**config.mk**
```make
export PLATFORM = sky130hd
export DESIGN_NAME = uv_shutdown_seq
export DESIGN_NICKNAME = d
export VERILOG_FILES = /design/src/rtl/uv_shutdown_seq.sv
export SDC_FILE = /design/constraint.sdc
export NUM_CORES = 1
export LEC_CHECK = 0
export BUFFER_PORTS_ARGS = -buffer_cell sky130_fd_sc_hd__buf_2
export CORE_MARGIN = 1.5
export CORE_UTILIZATION = 45
export DETAILED_ROUTE_END_ITERATION = 6
export PLACE_DENSITY_LB_ADDON = 0.15
export SLEW_MARGIN = 15
export SYNTH_ARGS = -nofsm -noshare
export SYNTH_HDL_FRONTEND = slang
export SYNTH_SLANG_ARGS = --single-unit
```
**constraint.sdc**
```tcl
create_clock -name clk -period 2.5 [get_ports clk]
set_input_delay 0.75 -clock clk [delete_from_list [all_inputs] [get_ports clk]]
set_output_delay 0.75 -clock clk [all_outputs]
set_load 0.1 [all_outputs]
```
**src/rtl/uv_shutdown_seq.sv**
```systemverilog
module uv_shutdown_seq #(
  parameter int SHORT_TICKS = 200,
  parameter int LONG_TICKS  = 2000
) (
  input  logic clk,
  input  logic rst_n,
  input  logic tick,
  input  logic uv_flag,
  input  logic wake,
  input  logic host_pdn,
  output logic pf_n,
  output logic dis_off,
  output logic stat_ok,
  output logic bias_en
);
  localparam int CW = $clog2(LONG_TICKS + 1);

  logic [1:0]    uv_sync;
  logic [CW-1:0] cnt;
  logic          shut, pf_r, bias_r;

  wire           uv_s      = uv_sync[1];
  wire [CW-1:0]  cnt_inc   = cnt + 1'b1;
  wire           hit_short = (cnt_inc == CW'(SHORT_TICKS));
  wire           hit_long  = (cnt_inc == CW'(LONG_TICKS));
  wire           force_pdn = host_pdn & ~pf_r;

  always_ff @(posedge clk or negedge rst_n) begin
    if (!rst_n) begin
      uv_sync <= 2'b00;
      cnt     <= '0;
      shut    <= 1'b0;
      pf_r    <= 1'b1;
      bias_r  <= 1'b1;
    end else begin
      uv_sync <= {uv_sync[0], uv_flag};
      bias_r  <= ~shut;
      if (shut) begin
        if (wake) begin
          shut <= 1'b0;
          cnt  <= '0;
          pf_r <= 1'b1;
        end
      end else if (force_pdn) begin
        shut <= 1'b1;
      end else if (!uv_s) begin
        cnt  <= '0;
        pf_r <= 1'b1;
      end else if (tick) begin
        cnt <= cnt_inc;
        if (hit_short) pf_r <= 1'b0;
        if (hit_long)  shut <= 1'b1;
      end
    end
  end

  assign pf_n    = pf_r;
  assign dis_off = shut;
  assign stat_ok = ~shut;
  assign bias_en = bias_r;

  // the shutdown is never entered while the warning is still inactive
  p_warn_before_cut_r3: assert property (@(posedge clk) disable iff (!rst_n)
    $rose(dis_off) |-> !pf_n);

  p_bias_lag_r4: assert property (@(posedge clk) disable iff (!rst_n)
    $rose(dis_off) |=> !bias_en);

  p_wake_release_r5: assert property (@(posedge clk) disable iff (!rst_n)
    (dis_off && wake) |=> (!dis_off && stat_ok && pf_n));

  p_clear_cancel_r7: assert property (@(posedge clk) disable iff (!rst_n)
    (!dis_off && !uv_s && !(host_pdn && !pf_n)) |=> (pf_n && !dis_off));

  p_host_force_r8: assert property (@(posedge clk) disable iff (!rst_n)
    (!dis_off && !pf_n && host_pdn) |=> dis_off);

  p_host_blocked_r8: assert property (@(posedge clk) disable iff (!rst_n)
    (!dis_off && pf_n) |=> !dis_off);

  p_shut_hold_r9: assert property (@(posedge clk) disable iff (!rst_n)
    (dis_off && !wake) |=> (dis_off && $stable(pf_n)));
endmodule

```
==> key figures, run 1 <==
Floorplan
  – Num rows: 16
  – Die Y: between 40 and 50 µm
  – Core Area: 1980 µm²
  – Die area: 2390 µm²
  – Initial Utilization: 47.9%
  – Die width: 48.9 µm
  – I/O pins: 10

Routing
  – Total number of vias: 819
  – Initial drt markers: 14
  – Remaining routing DRC violations: 0
  – Average wire per standard cell: 14.2 µm
  – Final ANT Viol Nets: 0
  – Total wire length: 1980 µm
  – Post-DR vias/cell: 5.85
  – DR pass1 iterations: 4

Clocking
  – Clk sinks: 16
  – Hold-fix buffers at CTS: 0
  – Max clock buf depth: 2
  – CTS tree: yes
  – Setup Fix Bufs, Post-CTS: 0
  – PostCTS Resize Cnt: 0
  – Worst-Skew Late Latency: 0.28 ns
  – CTS clk-pin slew, worst paths: 0.09 ns
  – CTS H-tree depth: 1
  – Num CTS Buffers: 3
  – Clock root buffer master: clkbuf_4

Place
  – Routability cong.: around 0.84
  – Post-DP HPWL: about 1400 µm
  – Number of port buffers: 9
  – DP Area: 998 µm²

Timing
  – Fin crit share: 86.9%
  – Final hold vios: 0
  – Fin. max-slew vios: 0
  – Tmin final: 2.17 ns
  – Skew final: 0.00617 ns
  – Setup TNS: 0 ns
  – Unrepaired setup endpoints after global routing: no
  – Normalized max-slew margin: 67.8%
  – Maximum clock rate: between 400 and 500 MHz
  – Worst slew pin tran: 0.482 ns
  – Setup violators final: 0

Critical path
  – Setup Crit Path Kind: reg -> reg
  – Reg-to-Reg End: dis_off$_DFF_PN0_
  – Crit start category: register
  – R2r startpoint: cnt[0]$_DFFE_PN0P_
  – Nature of the critical path endpoint: register
  – Worst Reg2Reg Path Length in Cells: 6
  – Worst EP arrival: roughly 2.4 ns
  – Largest fanout on the critical path: 7
  – Required @ worst endpoint: 2.70 ns
  – Reg2Reg Setup Slack: 0.33 ns

Global routing
  – Gr usage total: 18.0%
  – Number of global-route vias before repair: 711
  – Initial antenna violation count: 0
  – Met3 Track Usage GR: 5.52%
  – M2 GR Usage: 27.6%
  – First-pass GRT wire length: 3300 µm
  – GRT busiest layer: met2
  – Total grt overflow: 0
  – Largest net degree at the start of global routing: 17
  – Met1 Track Usage GR: between 20 and 30%

Finish
  – Reg area: 403 µm²
  – Area growth, synth to finish: 9.10%
  – Fraction of layout cells with a size suffix above 1: 15.0%
  – Finished Cell Area: 1030 µm²
  – Fill cells: between 150 and 200
  – # nets final: 122
  – Antenna cells: 0
  – Multi-input logic area: 513 µm²

Yosys
  – Post-synth cell types: 34
  – Mean Syn Cell Area: 8.95 µm²
  – Async SR Flop Fraction: 100%
  – Most common cell in the netlist: o21ai_0
  – Synthesized Nets: between 100 and 150
  – Dominant cell type by area after synthesis: dfrtp_1
  – Synth Register Bits: 16
  – Mapped cell area: around 950 µm²
  – Top cells by area, synth: dfrtp_1 37%, o21ai_0 7.9%, dfstp_2 5.5%
  – Post-synth top area share: between 30% and 40%
  – Post-synthesis sequential area ratio: between 40 and 50%
  – Synth Warn #: 0
  – Synth Instances: 106
  – Top_reg_cell synth: dfrtp_1
  – Top cells by count, synth: 15 x o21ai_0, 14 x dfrtp_1, 9 x nand2_1
  – Post-synth EDFFs: 0

Power and ir drop
  – Sequential power share: between 40% and 50%
  – Sw power: 274 µW
  – P_int: 408 µW
  – Peak supply drop: around 480 µV
  – Comb pwr share: 30.5%
  – Sw Ratio: 40.1%
  – PwrDens: ~660 nW/µm²
  – Leak: approximately 0.00042 µW
  – Clock network power share: roughly a quarter

Status
  – Status: finished clean

Min path
  – Hold Crit Class: in -> async

Flow run
  – Max cap viols: 0
## per-layer routing
layer  wire (µm)  part of all wire, %
met1         995                   50
met2         912                   46
met3          75                  3.8
met4           0                    0
met5           0                    0
## cells in the final DEF (no fill, tap or decap), drive strengths merged
cell type,n
or3,1
nor3,2
and3,3
nor2,7
nand2,9
dfstp,2
dfrtp,14
nand3,6
and4,3
or4,1
a31oi,3
xor2,1
nand4,3
a21oi,2
ha,2
inv,1
and3b,1
a211oi,2
nand2b,2
o21ai,15
o31ai,4
o31a,1
buf,9
nor2b,3
a22o,2
xnor2,6
nor4,1
o21bai,1
or2b,1
clkbuf,4
nand3b,1
## area by class of cell
cell class / instances / area share (%)
multi-input combinational: 83 / 49.6
sequential: 16 / 38.9
timing repair buffer: 9 / 4.35
clock buffer: 4 / 3.51
tap: 27 / 3.26
inverter: 1 / 0.363
## power by group through the flow
stage	logic, µW	clock network (µW)	registers [µW]
2_1_floorplan	94.6	0	383
3_3_place_gp	207	0	309
3_5_place_dp	207	0	312
4_1_cts	209	174	306
5_1_grt	219	185	311
6_report	208	167	306
## worst max-delay path: stages, from the launching register on
cell and delay [ns]:
dfrtp_1 0.44, ha_1 0.30, and3_1 0.34, nand3_1 0.13, xor2_1 0.18, or4_1 0.48
o31ai_1 0.24
## how the worst max path moves through the flow
| stage | startpoint | to | slack [ns] | depth (start not counted) |
|---|---|---|---|---|
| detailed placement | cnt[0]$_DFFE_PN0P_ | dis_off$_DFF_PN0_ | 0.37 | 6 |
| CTS | cnt[0]$_DFFE_PN0P_ | dis_off$_DFF_PN0_ | 0.34 | 6 |
| finish | cnt[0]$_DFFE_PN0P_ | dis_off$_DFF_PN0_ | 0.33 | 6 |
| floorplan | dis_off$_DFF_PN0_ | stat_ok | 0.07 | 1 |
| global route | cnt[0]$_DFFE_PN0P_ | dis_off$_DFF_PN0_ | 0.19 | 6 |
| global placement | cnt[0]$_DFFE_PN0P_ | dis_off$_DFF_PN0_ | 0.42 | 6 |
## registers in the layout, indices dropped and copies added, names as in the netlist
register  flops
cnt          11
uv_sync       2
bias_en       1
dis_off       1
pf_n          1
## per-stage QoR
| stage | util [%] | setup slack [ns] | hold slack (ns) | instances | total power (µW) |
|---|---|---|---|---|---|
| after detailed placement | 50.4 | 0.365 | 0.339 | 136 | 518 |
| after floorplan | - | 0.0666 | 0.331 | 106 | 477 |
| after global routing | 52.2 | 0.192 | 0.375 | 140 | 715 |
| after global placement | 50.4 | 0.421 | 0.332 | 136 | 516 |
| after CTS | 52.2 | 0.344 | 0.361 | 140 | 689 |
| final | 52.2 | 0.329 | 0.357 | 140 | 682 |
## cell families (layout without fill, tap and decap cells)
kind of cell             count (synthesis)  after routing  synth area share (%)
AND/OR/NAND/NOR                         44             44                  25.7
AO/OA/AOI/OAI                           30             30                  19.3
flip-flops                              16             16                  42.5
XOR/XNOR                                 7              7                  6.46
buffers and inverters                    7             14                  3.43
adder cells (fa/ha/maj)                  2              2                  2.64
No activity file was read; power rests on OpenSTA's default activity.
==> run 2, diff against run 1 <==
Settings changed: RECOVER_POWER set to 25.
==> key figures, run 2 (synthesized netlist as in run 1, its figures left out) <==
Global routing
  – First-pass GRT wire length: 3300 µm (unchanged)
  – Total grt overflow: 0 (unchanged)
  – Met1 Track Usage GR: 25.6% (unchanged)
  – Number of global-route vias before repair: 711 (unchanged)
  – Largest net degree at the start of global routing: 17 (unchanged)
  – Gr usage total: 18.0% (unchanged)
  – M2 GR Usage: 27.6% (unchanged)
  – Initial antenna violation count: 0 (unchanged)
  – GRT busiest layer: met2
  – Met3 Track Usage GR: 5.52% (unchanged)

Clocking
  – Clock root buffer master: clkbuf_4
  – Hold-fix buffers at CTS: 0 (unchanged)
  – PostCTS Resize Cnt: 0 (unchanged)
  – Max clock buf depth: 2 (unchanged)
  – CTS tree: yes
  – Clk sinks: 16 (unchanged)
  – Setup Fix Bufs, Post-CTS: 0 (unchanged)
  – CTS H-tree depth: 1 (unchanged)
  – Worst-Skew Late Latency: 0.28 ns (about the same)
  – CTS clk-pin slew, worst paths: 0.09 ns (about the same)
  – Num CTS Buffers: 3 (unchanged)

Routing
  – Total number of vias: 819 (unchanged)
  – Initial drt markers: 14 (unchanged)
  – Total wire length: 1980 µm (-0.15%)
  – Average wire per standard cell: 14.1 µm (-0.15%)
  – Post-DR vias/cell: 5.85 (unchanged)
  – Remaining routing DRC violations: 0 (unchanged)
  – DR pass1 iterations: 4 (unchanged)
  – Final ANT Viol Nets: 0 (unchanged)

Timing
  – Setup TNS: 0 ns (unchanged)
  – Skew final: 0.00617 ns (+0.00000713 ns)
  – Maximum clock rate: 461 MHz (about the same)
  – Normalized max-slew margin: 42.8% (-25 points)
  – Setup violators final: 0 (unchanged)
  – Final hold vios: 0 (unchanged)
  – Fin crit share: 86.9% (about the same)
  – Tmin final: 2.17 ns (-0.00000900 ns)
  – Fin. max-slew vios: 0 (unchanged)
  – Unrepaired setup endpoints after global routing: no
  – Worst slew pin tran: 0.859 ns (+0.376 ns)

Power and ir drop
  – PwrDens: 659 nW/µm² (about the same)
  – Comb pwr share: 30.5% (about the same)
  – Clock network power share: 24.6% (about the same)
  – P_int: 408 µW (about the same)
  – Sequential power share: 45.0% (about the same)
  – Leak: 0.000413 µW (-0.66%)
  – Peak supply drop: 476 µV (about the same)
  – Sw Ratio: 40.2% (about the same)
  – Sw power: 274 µW (about the same)

Finish
  – # nets final: 122 (unchanged)
  – Area growth, synth to finish: 8.97%
  – Largest Register: cnt
  – Antenna cells: 0 (unchanged)
  – Final core utilization: 52.1% (-0.063 points)
  – Biggest regs: cnt (11), uv_sync (2)
  – Commonest non-fill, non-tap cell in the layout: o21ai_0
  – Commonest cells after routing, fill and taps aside: 15 x o21ai_0, 14 x dfrtp_1, 9 x nand2_1, 8 x buf_2, 7 x nor2_1
  – Fraction of layout cells with a size suffix above 1: 14.2% (-0.88 points)
  – Max FFs per register: 11 (unchanged)

Status
  – Status: finished clean

Min path
  – Hold path depth: 0
  – Hold Crit Class: reg -> reg

Floorplan
  – Die width: 48.9 µm (unchanged)
  – I/O pins: 10 (unchanged)
  – Initial Utilization: 47.9% (unchanged)
  – Core Area: 1980 µm² (unchanged)
  – Die area: 2390 µm² (unchanged)
  – Num rows: 16 (unchanged)
  – Die Y: 48.9 µm (unchanged)

Critical path
  – Reg2Reg Setup Slack: 0.33 ns (about the same)
  – Largest fanout on the critical path: 7 (unchanged)
  – Setup Crit Path Kind: reg -> reg
  – Worst EP arrival: 2.37 ns (about the same)
  – Crit start category: register
  – Required @ worst endpoint: 2.70 ns (about the same)
  – Nature of the critical path endpoint: register
  – Worst Reg2Reg Path Length in Cells: 6 (unchanged)

Place
  – Routability cong.: 0.839 (unchanged)
  – Number of port buffers: 9 (unchanged)
  – Post-DP HPWL: 1410 µm (unchanged)

Flow run
  – Max cap viols: 0 (unchanged)
[run 2: cell types whose count changed in the layout (fill, tap and decap cells not counted)]
cell / previous run / this run
buf_2: 9 / 8
clkbuf_1: 0 / 1
[run 2: metrics by stage]
step	total power, µW	setup WS, ns	std cells	hold slack [ns]	instance area [µm²]
3_5_place_dp	518	0.365	136	0.339	998
3_3_place_gp	516	0.421	136	0.332	998
4_1_cts	689	0.344	140	0.361	1030
5_1_grt	715	0.192	140	0.375	1030
6_report	681	0.329	140	0.357	1030
2_1_floorplan	477	0.0666	106	0.331	948
[run 2: final cells by class]
class	instances	area [µm²]
fillers	180	948
well taps	27	33.8
clock buffers	4	36.3
inverters	1	3.75
flip-flops and latches	16	403
repair buffers	9	43.8
multi-input cells	83	513
[run 2: power by group through the flow]
stage	clock network, µW	logic (µW)	registers [µW]
floorplan	0	94.6	383
global placement	0	207	309
detailed placement	0	207	312
CTS	174	209	306
global route	185	219	311
finish	167	208	306
[run 2: routing by layer]
metal	share of wire [%]	routed length (µm)	vias up
li1	-	-	404
met1	50	997	398
met2	46	911	17
met3	3.6	71	0
met5	0	0	-
met4	0	0	0
[run 2: worst max-delay path, stage by stage (launching register included)]
cell	delay [ns]
dfrtp_1	0.44
ha_1	0.30
and3_1	0.34
nand3_1	0.13
xor2_1	0.18
or4_1	0.48
o31ai_1	0.24
[run 2: final timing paths]
path,from,endpoint
setup / recovery,cnt[0]$_DFFE_PN0P_,dis_off$_DFF_PN0_
hold / removal,uv_sync[0]$_DFF_PN0_,uv_sync[1]$_DFF_PN0_
setup reg to reg,cnt[0]$_DFFE_PN0P_,dis_off$_DFF_PN0_
hold reg to reg,uv_sync[0]$_DFF_PN0_,uv_sync[1]$_DFF_PN0_
max in group asynchronous,rst_n,cnt[1]$_DFFE_PN0P_
min in group asynchronous,rst_n,cnt[10]$_DFFE_PN0P_
